--- src/rtl/fcd_pkg.sv ---
package fcd_pkg;

    typedef enum logic [2:0] {
        M_READ    = 3'd0,
        M_AUTOSEL = 3'd1,
        M_BYPASS  = 3'd2,
        M_ERASING = 3'd3,
        M_SUSP    = 3'd4,
        M_QUERY   = 3'd5,
        M_SECURE  = 3'd6
    } mode_e;

    typedef enum logic [2:0] {
        Q_IDLE = 3'd0,
        Q_UNL1 = 3'd1,
        Q_UNL2 = 3'd2,
        Q_PROG = 3'd3,
        Q_ER1  = 3'd4,
        Q_ER2  = 3'd5,
        Q_ER3  = 3'd6,
        Q_BYPX = 3'd7
    } step_e;

    typedef struct packed {
        mode_e mode;
        step_e step;
        logic  susp;   // erase suspended underneath the current mode
        logic  chip;   // running erase is a whole-chip erase
    } ctl_t;

    localparam logic [7:0] C_KEY1   = 8'hAA;
    localparam logic [7:0] C_KEY2   = 8'h55;
    localparam logic [7:0] C_PROG   = 8'hA0;
    localparam logic [7:0] C_BYPASS = 8'h20;
    localparam logic [7:0] C_ERASE  = 8'h80;
    localparam logic [7:0] C_CHIP   = 8'h10;
    localparam logic [7:0] C_SECT   = 8'h30;
    localparam logic [7:0] C_SUSP   = 8'hB0;
    localparam logic [7:0] C_IDENT  = 8'h90;
    localparam logic [7:0] C_SECURE = 8'h88;
    localparam logic [7:0] C_QUERY  = 8'h98;
    localparam logic [7:0] C_RESET  = 8'hF0;
    localparam logic [7:0] C_BYEXIT = 8'h00;

endpackage

--- src/rtl/fcd_addr_match.sv ---
module fcd_addr_match (
    input  logic        byte_mode,
    input  logic [11:0] addr_lo,
    output logic        hit_first,
    output logic        hit_second,
    output logic        hit_query
);
    localparam logic [10:0] W_FIRST  = 11'h555;
    localparam logic [10:0] W_SECOND = 11'h2AA;
    localparam logic [10:0] W_QUERY  = 11'h055;
    localparam logic [11:0] B_FIRST  = 12'hAAA;
    localparam logic [11:0] B_SECOND = 12'h555;
    localparam logic [11:0] B_QUERY  = 12'h0AA;

    always_comb begin
        if (byte_mode) begin
            hit_first  = (addr_lo == B_FIRST);
            hit_second = (addr_lo == B_SECOND);
            hit_query  = (addr_lo == B_QUERY);
        end else begin
            hit_first  = (addr_lo[10:0] == W_FIRST);
            hit_second = (addr_lo[10:0] == W_SECOND);
            hit_query  = (addr_lo[10:0] == W_QUERY);
        end
    end
endmodule

--- src/rtl/fcd_id_mux.sv ---
module fcd_id_mux #(
    parameter logic [7:0] MFR_ID = 8'h01,
    parameter logic [7:0] DEV_ID = 8'h7E
) (
    input  logic       active,
    input  logic       byte_mode,
    input  logic [8:0] rd_ofs,
    input  logic       sector_prot,
    input  logic       factory_lock,
    output logic [7:0] id_data
);
    logic [7:0] ofs;

    always_comb begin
        ofs = byte_mode ? rd_ofs[8:1] : rd_ofs[7:0];
        id_data = 8'h00;
        if (active) begin
            case (ofs)
                8'h00:   id_data = MFR_ID;
                8'h01:   id_data = DEV_ID;
                8'h02:   id_data = {7'd0, sector_prot};
                8'h03:   id_data = {factory_lock, 7'd0};
                default: id_data = 8'h00;
            endcase
        end
    end
endmodule

--- src/rtl/flash_cmd_decoder.sv ---
module flash_cmd_decoder
    import fcd_pkg::*;
#(
    parameter int         ADDR_W   = 21,
    parameter int         DATA_W   = 16,
    parameter int         SECT_LSB = 12,
    parameter logic [7:0] MFR_ID   = 8'h01,
    parameter logic [7:0] DEV_ID   = 8'h7E
) (
    input  logic                       clk,
    input  logic                       rst_n,
    input  logic                       byte_mode,
    input  logic                       wr_en,
    input  logic [ADDR_W-1:0]          wr_addr,
    input  logic [DATA_W-1:0]          wr_data,
    input  logic                       erase_done,
    input  logic [8:0]                 rd_ofs,
    input  logic                       sector_prot,
    input  logic                       factory_lock,
    output logic [2:0]                 mode,
    output logic                       prog_req,
    output logic [ADDR_W-1:0]          prog_addr,
    output logic [DATA_W-1:0]          prog_data,
    output logic                       chip_erase,
    output logic                       sector_erase,
    output logic [ADDR_W-SECT_LSB-1:0] sector_addr,
    output logic                       suspend_req,
    output logic                       resume_req,
    output logic                       cfi_enter,
    output logic                       secure_enter,
    output logic                       reset_req,
    output logic                       id_valid,
    output logic [7:0]                 id_data
);
    localparam int SA_W = ADDR_W - SECT_LSB;

    typedef struct packed {
        logic              prog;
        logic [ADDR_W-1:0] paddr;
        logic [DATA_W-1:0] pdata;
        logic              chip;
        logic              sect;
        logic [SA_W-1:0]   saddr;
        logic              susp;
        logic              res;
        logic              query;
        logic              sec;
        logic              rst;
    } pls_t;

    ctl_t ctl_d, ctl_q;
    pls_t pls_d, pls_q;

    logic       hit1, hit2, hitq;
    logic [7:0] lo;

    assign lo = wr_data[7:0];

    fcd_addr_match u_match (
        .byte_mode  (byte_mode),
        .addr_lo    (wr_addr[11:0]),
        .hit_first  (hit1),
        .hit_second (hit2),
        .hit_query  (hitq)
    );

    always_comb begin
        ctl_d = ctl_q;
        pls_d = '0;
        if (erase_done && ctl_q.mode == M_ERASING) begin
            ctl_d.mode = M_READ;
            ctl_d.step = Q_IDLE;
            ctl_d.chip = 1'b0;
        end else if (wr_en) begin
            ctl_d.step = Q_IDLE;
            case (ctl_q.step)
                Q_PROG: begin
                    pls_d.prog  = 1'b1;
                    pls_d.paddr = wr_addr;
                    pls_d.pdata = wr_data;
                end
                Q_UNL1: if (lo == C_KEY2 && hit2) ctl_d.step = Q_UNL2;
                Q_UNL2: begin
                    if (hit1) begin
                        case (lo)
                            C_PROG:   ctl_d.step = Q_PROG;
                            C_BYPASS: if (ctl_q.mode == M_READ) ctl_d.mode = M_BYPASS;
                            C_ERASE:  if (ctl_q.mode == M_READ) ctl_d.step = Q_ER1;
                            C_IDENT:  ctl_d.mode = M_AUTOSEL;
                            C_SECURE: begin
                                ctl_d.mode = M_SECURE;
                                pls_d.sec  = 1'b1;
                            end
                            default: ;
                        endcase
                    end
                end
                Q_ER1: if (lo == C_KEY1 && hit1) ctl_d.step = Q_ER2;
                Q_ER2: if (lo == C_KEY2 && hit2) ctl_d.step = Q_ER3;
                Q_ER3: begin
                    if (lo == C_CHIP && hit1) begin
                        pls_d.chip = 1'b1;
                        ctl_d.mode = M_ERASING;
                        ctl_d.chip = 1'b1;
                    end else if (lo == C_SECT) begin
                        pls_d.sect  = 1'b1;
                        pls_d.saddr = wr_addr[ADDR_W-1:SECT_LSB];
                        ctl_d.mode  = M_ERASING;
                        ctl_d.chip  = 1'b0;
                    end
                end
                Q_BYPX: if (lo == C_BYEXIT) ctl_d.mode = M_READ;
                default: begin
                    case (ctl_q.mode)
                        M_READ, M_SUSP: begin
                            if (lo == C_RESET) begin
                                pls_d.rst = 1'b1;
                            end else if (lo == C_KEY1 && hit1) begin
                                ctl_d.step = Q_UNL1;
                            end else if (lo == C_QUERY && hitq) begin
                                ctl_d.mode  = M_QUERY;
                                pls_d.query = 1'b1;
                            end else if (lo == C_SECT && ctl_q.mode == M_SUSP) begin
                                ctl_d.mode = M_ERASING;
                                ctl_d.susp = 1'b0;
                                pls_d.res  = 1'b1;
                            end
                        end
                        M_AUTOSEL, M_QUERY, M_SECURE: begin
                            if (lo == C_RESET) begin
                                pls_d.rst  = 1'b1;
                                ctl_d.mode = ctl_q.susp ? M_SUSP : M_READ;
                            end
                        end
                        M_BYPASS: begin
                            if (lo == C_PROG)       ctl_d.step = Q_PROG;
                            else if (lo == C_IDENT) ctl_d.step = Q_BYPX;
                        end
                        M_ERASING: begin
                            if (lo == C_SUSP && !ctl_q.chip) begin
                                ctl_d.mode = M_SUSP;
                                ctl_d.susp = 1'b1;
                                pls_d.susp = 1'b1;
                            end
                        end
                        default: ;
                    endcase
                end
            endcase
        end
    end

    always_ff @(posedge clk) begin
        if (!rst_n) begin
            ctl_q <= '{mode: M_READ, step: Q_IDLE, susp: 1'b0, chip: 1'b0};
            pls_q <= '0;
        end else begin
            ctl_q <= ctl_d;
            pls_q <= pls_d;
        end
    end

    assign mode         = ctl_q.mode;
    assign prog_req     = pls_q.prog;
    assign prog_addr    = pls_q.paddr;
    assign prog_data    = pls_q.pdata;
    assign chip_erase   = pls_q.chip;
    assign sector_erase = pls_q.sect;
    assign sector_addr  = pls_q.saddr;
    assign suspend_req  = pls_q.susp;
    assign resume_req   = pls_q.res;
    assign cfi_enter    = pls_q.query;
    assign secure_enter = pls_q.sec;
    assign reset_req    = pls_q.rst;
    assign id_valid     = (ctl_q.mode == M_AUTOSEL);

    fcd_id_mux #(.MFR_ID(MFR_ID), .DEV_ID(DEV_ID)) u_idmux (
        .active       (id_valid),
        .byte_mode    (byte_mode),
        .rd_ofs       (rd_ofs),
        .sector_prot  (sector_prot),
        .factory_lock (factory_lock),
        .id_data      (id_data)
    );
endmodule

--- config.mk ---
export PLATFORM = sky130hd
export DESIGN_NAME = flash_cmd_decoder
export DESIGN_NICKNAME = d
export VERILOG_FILES = /design/src/rtl/fcd_pkg.sv /design/src/rtl/fcd_addr_match.sv /design/src/rtl/fcd_id_mux.sv /design/src/rtl/flash_cmd_decoder.sv
export SDC_FILE = /design/constraint.sdc
export NUM_CORES = 1
export LEC_CHECK = 0
export CAP_MARGIN = 20
export CORE_MARGIN = 1.5
export CORE_UTILIZATION = 42
export CTS_CLUSTER_DIAMETER = 120
export DETAILED_ROUTE_END_ITERATION = 8
export MAX_ROUTING_LAYER = met4
export PLACE_DENSITY = 0.87
export SYNTH_ARGS = -nofsm -noshare
export SYNTH_HDL_FRONTEND = slang
export SYNTH_SLANG_ARGS = --single-unit
--- constraint.sdc ---
create_clock -name clk -period 3.6 [get_ports clk]
set_input_delay 0.9 -clock clk [delete_from_list [all_inputs] [get_ports clk]]
set_output_delay 0.9 -clock clk [all_outputs]
set_load 0.01 [all_outputs]
==> flow_summary.ini <==
[status]
result_of_the_run = finished clean

[yosys]
netlist_instances = 295
synth-async-reset-ratio_pct = 0
synth-edff-count = 0
ys_seq_elements = 62
synth_area_per_cell_sq_um = 9.110
postSynth.topFlopCell = sky130_fd_sc_hd__dfxtp_1
synthesis.yosys.warnings = 0
synth-seq-area-share_pct = 46.18
summed_instance_area_of_the_synthesized_netlist_sq_um = 2688
synth.net_count = 348
synth_cell_type_count = 55

[cts]
tritoncts_num_sinks = 62
hold_buffers = 0
tritoncts_clock_tree = yes
cts_root_buffer = sky130_fd_sc_hd__clkbuf_8
cts_buffer_depth = 2
worst_setup_hold_path_clk_slew_ps = 70
inserted_clock_buffers = 9
h_tree_depth = 3
clkLatencyLatePin_ps = 340
post-cts-setup-buffers = 0

[timing]
setup_viol = 0
max_freq_mhz = 290.2
final.setup_skew_ps = 6.130
finalCriticalPeriod_ps = 3446
final-hold-violation-count = 0
grt_setup_unrepaired = false
period_share_pct = 95.72
drv_slew = 0
fin_setup_tns_ps = 0
timing.slew.headroom_pct = 58.98
worst-slew-pin-transition_ps = 608.8

[pwr]
finalPower_uw = 1384
swShare_pct = 24.57
powerDensity_nw_per_um2 = 334.7
share_seq_of_total_power_pct = 50.2
internal-power_uw = 1044
switching_power_uw = 340.2
worst_ir_drop_vdd_uv = 239.3
combPwrFrac_pct = 10.6
share_clk_of_total_power_pct = 39.1
static-leakage-power_uw = 0.001523

[finish]
syn2layout_area_growth_pct = 53.91
final_cell_mix = sky130_fd_sc_hd__clkdlybuf4s50_1, sky130_fd_sc_hd__dfxtp_1, sky130_fd_sc_hd__and2_1
nets = 468
finalInstanceArea_sq_um = 4136
share_of_layout_cells_above_drive_strength_1_pct = 10.00
most_common_cell_after_layout_fill_and_taps_aside = sky130_fd_sc_hd__clkdlybuf4s50_1
antennaDiodeCount = 0
finish.cell_count_without_fillers = 495

[worst_setup_path]
worst_setup_path_end_kind = output port
crit_chain = clkdlybuf4s50_1 > mux2i_1 > nand4_1 > nor2_4 > clkdlybuf4s50_1
timing.rr.start = mode[2]$_SDFFE_PP0P_
timing.critical_path.from_type = input port
cp.required_ps = 2700
path_common_cell = sky130_fd_sc_hd__clkdlybuf4s50_1
worst_ep_arrival_time_ps = 2550
timing.reg2reg.setup_slack_ps = 1400
r2r_end = cfi_enter$_SDFF_PP0_
crit_slowest_cell = sky130_fd_sc_hd__clkdlybuf4s50_1
critical-path-max-stage-delay_ps = 570
classification_of_the_worst_setup_path = input port to output port
r2r_cells = 6
critPathMaxFanout = 6

[routing]
final_antenna_net_count = 0
wl_microns = 7850
drt_pre_antenna_iters = 4
routed-wl-met3_microns = 640
post_drt_via_cell_ratio = 5.444
m1WireLength_microns = 3209
dr.first_iter.drc_count = 152
route.detailed.wl_per_inst_microns = 15.86
num_vias = 2695
drc = 0
detailroute.wirelength.met2_microns = 3903
route.top_layer_used = met4

[floorplan]
core-area_sq_um = 6061
number_of_top_level_pins = 119
die_area_sq_um = 6888
die_height_microns = 83.00
die_w_microns = 83.00
core.rowCount = 28
initial_core_utilization_pct = 44.34

[job]
maxCapViolations = 0

[grt]
first_global_vias = 2560
initial_antenna_violation_count = 0
gr-total-overflow = 0
grt_pass1_wl_microns = 12790
total_routing_usage_reported_by_global_routing_pct = 23.65
grt_max_degree = 39

[placed_design]
post-place-cells = 479
placed_cell_area_sq_um = 3944
port_buffers = 118
place.detailed.hpwl_microns = 5842
place.gp.congestion = 1.012

[hold_path]
min-delay-start = ctl_q[0]$_SDFFE_PP0P_
min_delay_path_depth = 1
hold_path_class = flop to flop
min_delay_worst_endpoint = ctl_q[0]$_SDFFE_PP0P_
sequential cells by signal, summed over array words and instances (netlist names):
name and count:
prog_data 16, resume_req 1, prog_req 1, sector_addr 9, ctl_q 5, chip_erase 1, secure_enter 1, cfi_enter 1
suspend_req 1, sector_erase 1, prog_addr 21, reset_req 1, mode 3
metal layers:
layer	up-vias	track usage, %
li1	1283	-
met3	11	7.356
met1	1257	28.17
met2	144	37.99
met5	-	-
met4	0	8.030
worst max-delay path: cells and delay by family:
kind | cells | cell delay, ps
multiplexers | 1 | 160
buffers and inverters | 2 | 1050
AND/OR/NAND/NOR | 2 | 440
cell type report:
cell class              instances  area [sq um]
flip-flops and latches         62          1241
fillers                       441          1924
repair buffers                129          1266
inverters                       7         26.28
clock inverters                 4         32.53
multi-input cells             206          1331
well taps                      75         93.84
clock buffers                  12         145.1
kinds of logic (layout without fill, tap and decap cells):
| kind of cell | Yosys count | after routing | synth area share [%] |
|---|---|---|---|
| and+or+nand+nor | 154 | 154 | 33.52 |
| DFF | 62 | 62 | 46.18 |
| xor gates and xnor gates | 2 | 2 | 0.6519 |
| muxes | 4 | 4 | 1.490 |
| AOI/OAI and AO/OA | 46 | 46 | 13.22 |
| buffers and inverters | 27 | 152 | 4.935 |
per-stage QoR:
step / worst slack (ps) / util, % / hold WS, ps
after floorplan: 638.0 / - / 441.3
after global placement: 23.02 / 65.07 / 451.9
after detailed placement: -72.01 / 65.07 / 456.0
after CTS: 1.394 / 68.04 / 474.8
after global routing: 25.62 / 68.25 / 503.2
final: 154.0 / 68.25 / 469.8
how the worst max path moves through the flow:
stage                     from               endpoint  slack, ps  cells past startpoint
global placement     byte_mode             id_data[1]         20                      5
global route        wr_addr[6]  ctl_q[2]$_SDFFE_PP0P_         30                      8
finish               rd_ofs[2]             id_data[5]        150                      5
floorplan           wr_data[2]  ctl_q[1]$_SDFFE_PN0P_        640                      6
CTS                  byte_mode             id_data[5]          1                      5
detailed placement   byte_mode             id_data[5]        -70                      5
power groups by stage:
stage	combinational [uW]	sequential (uW)	clock, uW
after floorplan	59.5	706	0
final	147	696	542
after detailed placement	143	711	0
after CTS	145	695	555
after global routing	159	696	584
after global placement	140	711	0
Yosys cell counts, drive strengths merged (4+ instances only):
library cell  instances  share of area [%]
dfxtp                62                 46
buf                   9                2.4
clkbuf               11                1.6
nand3                 6                1.1
a211oi                5                1.4
and3                  4               0.93
inv                   7               0.98
nand2b                5                1.2
a2111oi               4                2.2
and2                 47                 11
nand2                19                2.7
o21ai                 6                1.1
nor2                 22                3.1
a31oi                 5                1.2
or4bb                 4                1.7
or4                   5                1.7
nor4                  5                1.2
nor3                 10                1.9
a21oi                 9                1.7
or3                   6                1.4
nand3b                7                2.0
mux2i                 4                1.5
timing repair:
action,4_1_cts,5_1_grt
resized for setup,1,3
pin swaps,0,2
endpoints found under the setup margin,6,7
Note: power is estimated with default switching activity, not from simulation.
